[src/rtl/mvu_pkg.sv]
package mvu_pkg;
    typedef enum logic [2:0] {
        OP_ADD  = 3'd0,
        OP_SUB  = 3'd1,
        OP_AND  = 3'd2,
        OP_OR   = 3'd3,
        OP_XOR  = 3'd4,
        OP_MAX  = 3'd5,
        OP_MSET = 3'd6,
        OP_MCMP = 3'd7
    } vop_e;

    function automatic logic is_mask_op(vop_e o);
        return (o == OP_MSET) || (o == OP_MCMP);
    endfunction
endpackage

[src/rtl/mvu_elem_alu.sv]
module mvu_elem_alu
    import mvu_pkg::*;
#(
    parameter int DATA_W = 16
) (
    input  vop_e              op,
    input  logic [DATA_W-1:0] a,
    input  logic [DATA_W-1:0] b,
    output logic [DATA_W-1:0] y
);
    always_comb begin
        case (op)
            OP_ADD:  y = a + b;
            OP_SUB:  y = a - b;
            OP_AND:  y = a & b;
            OP_OR:   y = a | b;
            OP_XOR:  y = a ^ b;
            OP_MAX:  y = (a > b) ? a : b;
            default: y = '0;
        endcase
    end
endmodule

[src/rtl/mvu_mask_gen.sv]
module mvu_mask_gen
    import mvu_pkg::*;
#(
    parameter int NUM_ELEM = 8,
    parameter int DATA_W   = 16,
    parameter int LEN_W    = 4
) (
    input  vop_e                       op,
    input  logic [LEN_W-1:0]           len,
    input  logic [NUM_ELEM-1:0]        mask_cur,
    input  logic [NUM_ELEM*DATA_W-1:0] vec_a,
    input  logic [DATA_W-1:0]          scalar,
    output logic [NUM_ELEM-1:0]        mask_new
);
    for (genvar i = 0; i < NUM_ELEM; i++) begin : g_lane
        logic in_len;
        logic gt;
        assign in_len = LEN_W'(i) < len;
        assign gt     = vec_a[i*DATA_W +: DATA_W] > scalar;
        assign mask_new[i] = !in_len ? mask_cur[i] :
                             (op == OP_MSET) ? 1'b1 : gt;
    end
endmodule

[src/rtl/mvu_next_set.sv]
module mvu_next_set #(
    parameter int NUM_ELEM = 8,
    parameter int IDX_W    = 3,
    parameter int FROM_W   = 4
) (
    input  logic [NUM_ELEM-1:0] elig,
    input  logic [FROM_W-1:0]   from,
    output logic                found,
    output logic [IDX_W-1:0]    idx
);
    always_comb begin
        found = 1'b0;
        idx   = '0;
        for (int i = NUM_ELEM - 1; i >= 0; i--) begin
            if (elig[i] && (FROM_W'(i) >= from)) begin
                found = 1'b1;
                idx   = IDX_W'(i);
            end
        end
    end
endmodule

[src/rtl/masked_vec_unit.sv]
module masked_vec_unit
    import mvu_pkg::*;
#(
    parameter int NUM_ELEM = 8,
    parameter int DATA_W   = 16,
    localparam int IDX_W   = $clog2(NUM_ELEM),
    localparam int LEN_W   = IDX_W + 1
) (
    input  logic                       clk,
    input  logic                       rst_n,
    input  logic                       start_i,
    input  logic [2:0]                 op_i,
    input  logic                       dense_i,
    input  logic [LEN_W-1:0]           vlen_i,
    input  logic [NUM_ELEM*DATA_W-1:0] vec_a_i,
    input  logic [NUM_ELEM*DATA_W-1:0] vec_b_i,
    input  logic [DATA_W-1:0]          scalar_i,
    output logic                       busy_o,
    output logic                       wr_en_o,
    output logic [IDX_W-1:0]           wr_idx_o,
    output logic [DATA_W-1:0]          wr_data_o,
    output logic [NUM_ELEM-1:0]        mask_o,
    output logic                       done_o,
    output logic [LEN_W-1:0]           cycles_o
);
    typedef struct packed {
        logic                busy;
        logic                dense;
        vop_e                op;
        logic [LEN_W-1:0]    len;
        logic [IDX_W-1:0]    idx;
        logic [LEN_W-1:0]    cnt;
        logic [NUM_ELEM-1:0] mask;
        logic                done;
        logic [LEN_W-1:0]    cyc;
    } st_t;

    st_t q, d;

    function automatic logic [NUM_ELEM-1:0] len_mask(input logic [LEN_W-1:0] l);
        logic [NUM_ELEM-1:0] m;
        for (int i = 0; i < NUM_ELEM; i++) m[i] = LEN_W'(i) < l;
        return m;
    endfunction

    logic [LEN_W-1:0]    len_in;
    logic [NUM_ELEM-1:0] elig_in, elig_q, mask_new;
    logic                first_found, next_found;
    logic [IDX_W-1:0]    first_idx, next_idx;
    logic [LEN_W-1:0]    idx_plus1;
    logic [DATA_W-1:0]   a_el, b_el;

    assign len_in    = (vlen_i > LEN_W'(NUM_ELEM)) ? LEN_W'(NUM_ELEM) : vlen_i;
    assign elig_in   = q.mask & len_mask(len_in);
    assign elig_q    = q.mask & len_mask(q.len);
    assign idx_plus1 = LEN_W'(q.idx) + LEN_W'(1);
    assign a_el      = vec_a_i[int'(q.idx)*DATA_W +: DATA_W];
    assign b_el      = vec_b_i[int'(q.idx)*DATA_W +: DATA_W];

    mvu_next_set #(.NUM_ELEM(NUM_ELEM), .IDX_W(IDX_W), .FROM_W(LEN_W)) u_first (
        .elig(elig_in), .from(LEN_W'(0)), .found(first_found), .idx(first_idx)
    );

    mvu_next_set #(.NUM_ELEM(NUM_ELEM), .IDX_W(IDX_W), .FROM_W(LEN_W)) u_next (
        .elig(elig_q), .from(idx_plus1), .found(next_found), .idx(next_idx)
    );

    mvu_mask_gen #(.NUM_ELEM(NUM_ELEM), .DATA_W(DATA_W), .LEN_W(LEN_W)) u_mask (
        .op(q.op), .len(q.len), .mask_cur(q.mask), .vec_a(vec_a_i),
        .scalar(scalar_i), .mask_new(mask_new)
    );

    mvu_elem_alu #(.DATA_W(DATA_W)) u_alu (
        .op(q.op), .a(a_el), .b(b_el), .y(wr_data_o)
    );

    always_comb begin
        logic last;
        d      = q;
        d.done = 1'b0;
        last   = 1'b0;
        if (!q.busy) begin
            if (start_i) begin
                d.busy  = 1'b1;
                d.op    = vop_e'(op_i);
                d.dense = dense_i;
                d.len   = len_in;
                d.cnt   = '0;
                d.idx   = (dense_i && first_found) ? first_idx : '0;
            end
        end else begin
            d.cnt = q.cnt + LEN_W'(1);
            if (is_mask_op(q.op)) begin
                last   = 1'b1;
                d.mask = mask_new;
            end else if (q.dense) begin
                last  = !next_found;
                d.idx = next_idx;
            end else begin
                last  = idx_plus1 >= q.len;
                d.idx = q.idx + 1'b1;
            end
            if (last) begin
                d.busy = 1'b0;
                d.done = 1'b1;
                d.cyc  = q.cnt + LEN_W'(1);
            end
        end
    end

    always_ff @(posedge clk) begin
        if (!rst_n) begin
            q      <= '0;
            q.mask <= '1;
        end else begin
            q <= d;
        end
    end

    assign busy_o   = q.busy;
    assign wr_en_o  = q.busy && !is_mask_op(q.op) && q.mask[q.idx] &&
                      (LEN_W'(q.idx) < q.len);
    assign wr_idx_o = q.idx;
    assign mask_o   = q.mask;
    assign done_o   = q.done;
    assign cycles_o = q.cyc;

    assert_done_after_busy_R9: assert property (@(posedge clk) disable iff (!rst_n)
        done_o |-> ($past(busy_o) && !busy_o));

    assert_plain_step_R3: assert property (@(posedge clk) disable iff (!rst_n)
        (busy_o && $past(busy_o) && !q.dense) |-> (wr_idx_o == IDX_W'($past(wr_idx_o) + 1'b1)));

    assert_dense_ascending_R5: assert property (@(posedge clk) disable iff (!rst_n)
        (wr_en_o && q.dense && $past(wr_en_o)) |-> (wr_idx_o > $past(wr_idx_o)));

    assert_start_ignored_R10: assert property (@(posedge clk) disable iff (!rst_n)
        (busy_o && start_i) |=> (q.op == $past(q.op) && q.len == $past(q.len)));

    assert_arith_keeps_mask_R8: assert property (@(posedge clk) disable iff (!rst_n)
        (busy_o && !is_mask_op(q.op)) |=> $stable(mask_o));
endmodule

[config.mk]
export PLATFORM = sky130hd
export DESIGN_NAME = masked_vec_unit
export DESIGN_NICKNAME = d
export VERILOG_FILES = /design/src/rtl/mvu_pkg.sv /design/src/rtl/mvu_elem_alu.sv /design/src/rtl/mvu_mask_gen.sv /design/src/rtl/mvu_next_set.sv /design/src/rtl/masked_vec_unit.sv
export SDC_FILE = /design/constraint.sdc
export NUM_CORES = 1
export LEC_CHECK = 0
export BUFFER_PORTS_ARGS = -buffer_cell sky130_fd_sc_hd__buf_2
export CORE_MARGIN = 5
export CORE_UTILIZATION = 40
export DETAILED_ROUTE_END_ITERATION = 12
export GPL_TIMING_DRIVEN = 0
export PLACE_DENSITY = 0.66
export SLEW_MARGIN = 40
export SYNTH_ARGS = -nofsm -noshare
export SYNTH_HDL_FRONTEND = slang
export SYNTH_SLANG_ARGS = --single-unit
export TNS_END_PERCENT = 20
[constraint.sdc]
create_clock -name clk -period 5.8 [get_ports clk]
set_clock_uncertainty 0.05 [all_clocks]
set_input_delay 0.58 -clock clk [delete_from_list [all_inputs] [get_ports clk]]
set_output_delay 0.58 -clock clk [all_outputs]
set_load 0.05 [all_outputs]
==> flow_summary.ini <==
[worst_setup_path]
arrival_ns = 4.97
critical_path.endpoint_type = primary output
path_class = flop to primary output
cp_max_fo = 10
cp_cell_sequence = buf_2 -> clkbuf_4 -> buf_4 -> mux4_2 -> mux2i_2 -> ha_1 -> fa_1 -> nor2_1 -> o311a_1 -> o211ai_2 -> nand3b_1 -> nand2_2 -> buf_6 -> mux2i_1 -> o221ai_2 -> clkbuf_4
crit_top_cell = clkbuf_4
start_kind = flop
cpMaxStageDelayCell = dfxtp_1
cp.required_ns = 5.17
slowest_delay_ns = 0.44
critPathTopFamily = buffers and inverters
critPathBufInv = 5

[final_layout]
final_cell_area_um2 = 11800
layout_commonest_cell = buf_2
nNetsFinal = 1929
drive_gt1_share_pct = 33.0
area_delta_synth_final_pct = 23.8
final_cell_mix = 320 x buf_2, 186 x ha_1, 85 x inv_1, 73 x a21oi_1, 72 x nor2_1
final_util_pct = 50.4

[routing]
wl_per_cell_um = 22.9
drc = 0
drtIter0Drc = 974
vias_per_cell = 6.04
drtPass1Iterations = 6
num_vias = 10700
wl_um = 40800
antenna_left = 0

[floorplan]
die_width_um = 165
die-area_um2 = 27100
dieHeight_um = 165
ios = 317
rows = 56
initial_utilization_pct = 40.7
core_area_um2 = 23500

[clock_tree]
htreeDepth = 2
root_buffer = clkbuf_16
clock_sinks = 29
clk_latency_ns = 0.28
cts_buffer_depth = 2
cts_buffers = 5
cts_tree = done
clk_pin_slew_ns = 0.05

[power_and_ir_drop]
p_leak_nw = 5.53
vdd_drop_max_mv = 0.143
cellPowerDensity_nw_per_um2 = 216

[grt]
grt.busiest_layer = met2
grt-ovfl-total = 0
met1_usage_pct = 37.3
use_met2_pct = 47.7
gr-usage-met3_pct = 5.47
grt_pass1_vias = 10700
grt_max_degree = 11
gr-usage-all-layers_pct = 28.8
grt_first_pass_wirelength_um = 60300
antenna_found_initial = 3

[synth]
ys_seq_area_share_pct = 6.07
synth_cell_types = 78
synth_edf_count = 0
avgSynthCellArea_um2 = 8.41
synth-seq-cells = 29
syn-num-nets = 1608
syn_inst = 1137
ys.flop_type = dfxtp_1
synth_area_um2 = 9560
synth_warnings = 0
synthArstFlopShare_pct = 0

[sta]
setup_tns_ns = 0
hold_viol_final = 0
fmax_ghz = 0.179
rsz0062_at_grt = no
setup_viol = 0
finalMaxSlewViolations = 0
relSlewSlack_pct = 48.4
worstMarginPinSlew_ns = 0.770
timing.hold.ws_ns = 0.418
finalCritPeriodShare_pct = 96.6
layout_min_cycle_time_ns = 5.60

[placement]
gp_congestion = 1.01
dp_hpwl_um = 34400
place_area_um2 = 11500
portBuffers = 316

[hold_path]
worstHoldPathType = flop to flop

[outcome]
status = complete, no violations

[job]
maxCapViolCount = 0
==> per-stage QoR <==
step | power (mW) | instances | setup WS [ns]
after floorplan | 1.65 | 1137 | 0.320
after global routing | 2.72 | 1780 | 0.0152
final | 2.56 | 1780 | 0.199
after global placement | 2.18 | 1772 | -0.273
after CTS | 2.49 | 1780 | 0.00796
after detailed placement | 2.20 | 1772 | -0.100
==> final timing paths <==
check                                  from      endpoint  slack [ns]  depth (start not counted)
worst min register to register  cycles_o[3]   cycles_o[3]        0.42                          2
worst max-delay path            wr_idx_o[1]  wr_data_o[0]        0.20                         16
worst max register to register  wr_idx_o[2]        busy_o        2.64                         10
worst min-delay path            cycles_o[3]   cycles_o[3]        0.42                          2
==> synthesized netlist by cell type (4+ instances only) <==
master / count / share of area [%]
and2_1: 4 / 0.26
nor2b_1: 29 / 1.9
nand3b_1: 7 / 0.55
xnor2_1: 8 / 0.73
xor2_1: 5 / 0.46
o31ai_1: 7 / 0.55
a221oi_1: 6 / 0.55
buf_2: 14 / 0.73
nand3_1: 31 / 1.6
a211o_1: 7 / 0.64
ha_1: 186 / 24
a211oi_1: 11 / 0.86
o2111ai_1: 7 / 0.64
and3_1: 10 / 0.65
nor3_1: 43 / 2.3
nand2b_1: 7 / 0.46
inv_1: 85 / 3.3
o211ai_1: 14 / 1.1
nor2_1: 73 / 2.9
nor4_1: 7 / 0.46
mux2_2: 16 / 1.9
a21oi_1: 73 / 3.8
clkbuf_1: 28 / 1.1
a31oi_1: 13 / 0.85
a22oi_1: 4 / 0.31
o21a_1: 27 / 2.1
mux2i_1: 40 / 4.2
mux4_2: 68 / 16
or3_1: 9 / 0.59
o21ai_0: 50 / 2.6
o221ai_1: 10 / 0.92
a21o_1: 20 / 1.6
nand2_1: 64 / 2.5
nand4_1: 21 / 1.4
o31a_1: 4 / 0.37
buf_1: 6 / 0.24
dfxtp_1: 29 / 6.1
o21bai_1: 6 / 0.47
o22ai_1: 8 / 0.52
buf_4: 19 / 1.5
or2_2: 5 / 0.33
nor3b_1: 6 / 0.47
==> timing repair <==
action | in CTS | in global routing
hold buffers | 0 | 0
setup endpoints to repair | 16 | 13
gates resized for setup | 16 | 28
setup buffers | 0 | 0
==> worst min-delay path, delay by kind of cell, from the launching register on <==
kind	cells	cell delay [ns]
flops	1	0.31
simple gates	1	0.06
compound gates	1	0.05
==> cell type report <==
cell class / count / area, um2
fillers: 2288 / 11600
multi-input cells: 949 / 8340
repair buffers: 316 / 1590
flip-flops and latches: 29 / 582
plain buffers: 68 / 428
well taps: 319 / 399
inverters: 89 / 334
clock buffers: 7 / 153
clock inverters: 1 / 5.00
diodes: 2 / 5.00
==> registers in the layout, indices dropped and copies added (netlist names) <==
name,cells
busy_o,1
cycles_o,4
done_o,1
mask_o,8
q,12
wr_idx_o,3
==> per-layer routing <==
| layer | vias up | wire length, um |
|---|---|---|
| met5 | - | 20 |
| met1 | 5108 | 16300 |
| li1 | 4988 | - |
| met3 | 102 | 3730 |
| met4 | 2 | 1720 |
| met2 | 544 | 19000 |
==> kinds of logic after synthesis <==
group,after synthesis,synth area share [%]
AO/OA/AOI/OAI,297,21.0
XOR/XNOR,13,1.19
adder cells (fa/ha/maj),188,24.8
buffers and inverters,159,7.34
flip-flops,29,6.07
multiplexers,124,22.1
AND/OR/NAND/NOR,327,17.5
==> report_power, final <==
group	switching [mW]	total (mW)	internal, mW
combinational	1.27	2.06	0.791
sequential	0.00983	0.218	0.209
clock	0.0963	0.278	0.182
Note: power is estimated with default switching activity, not from simulation.
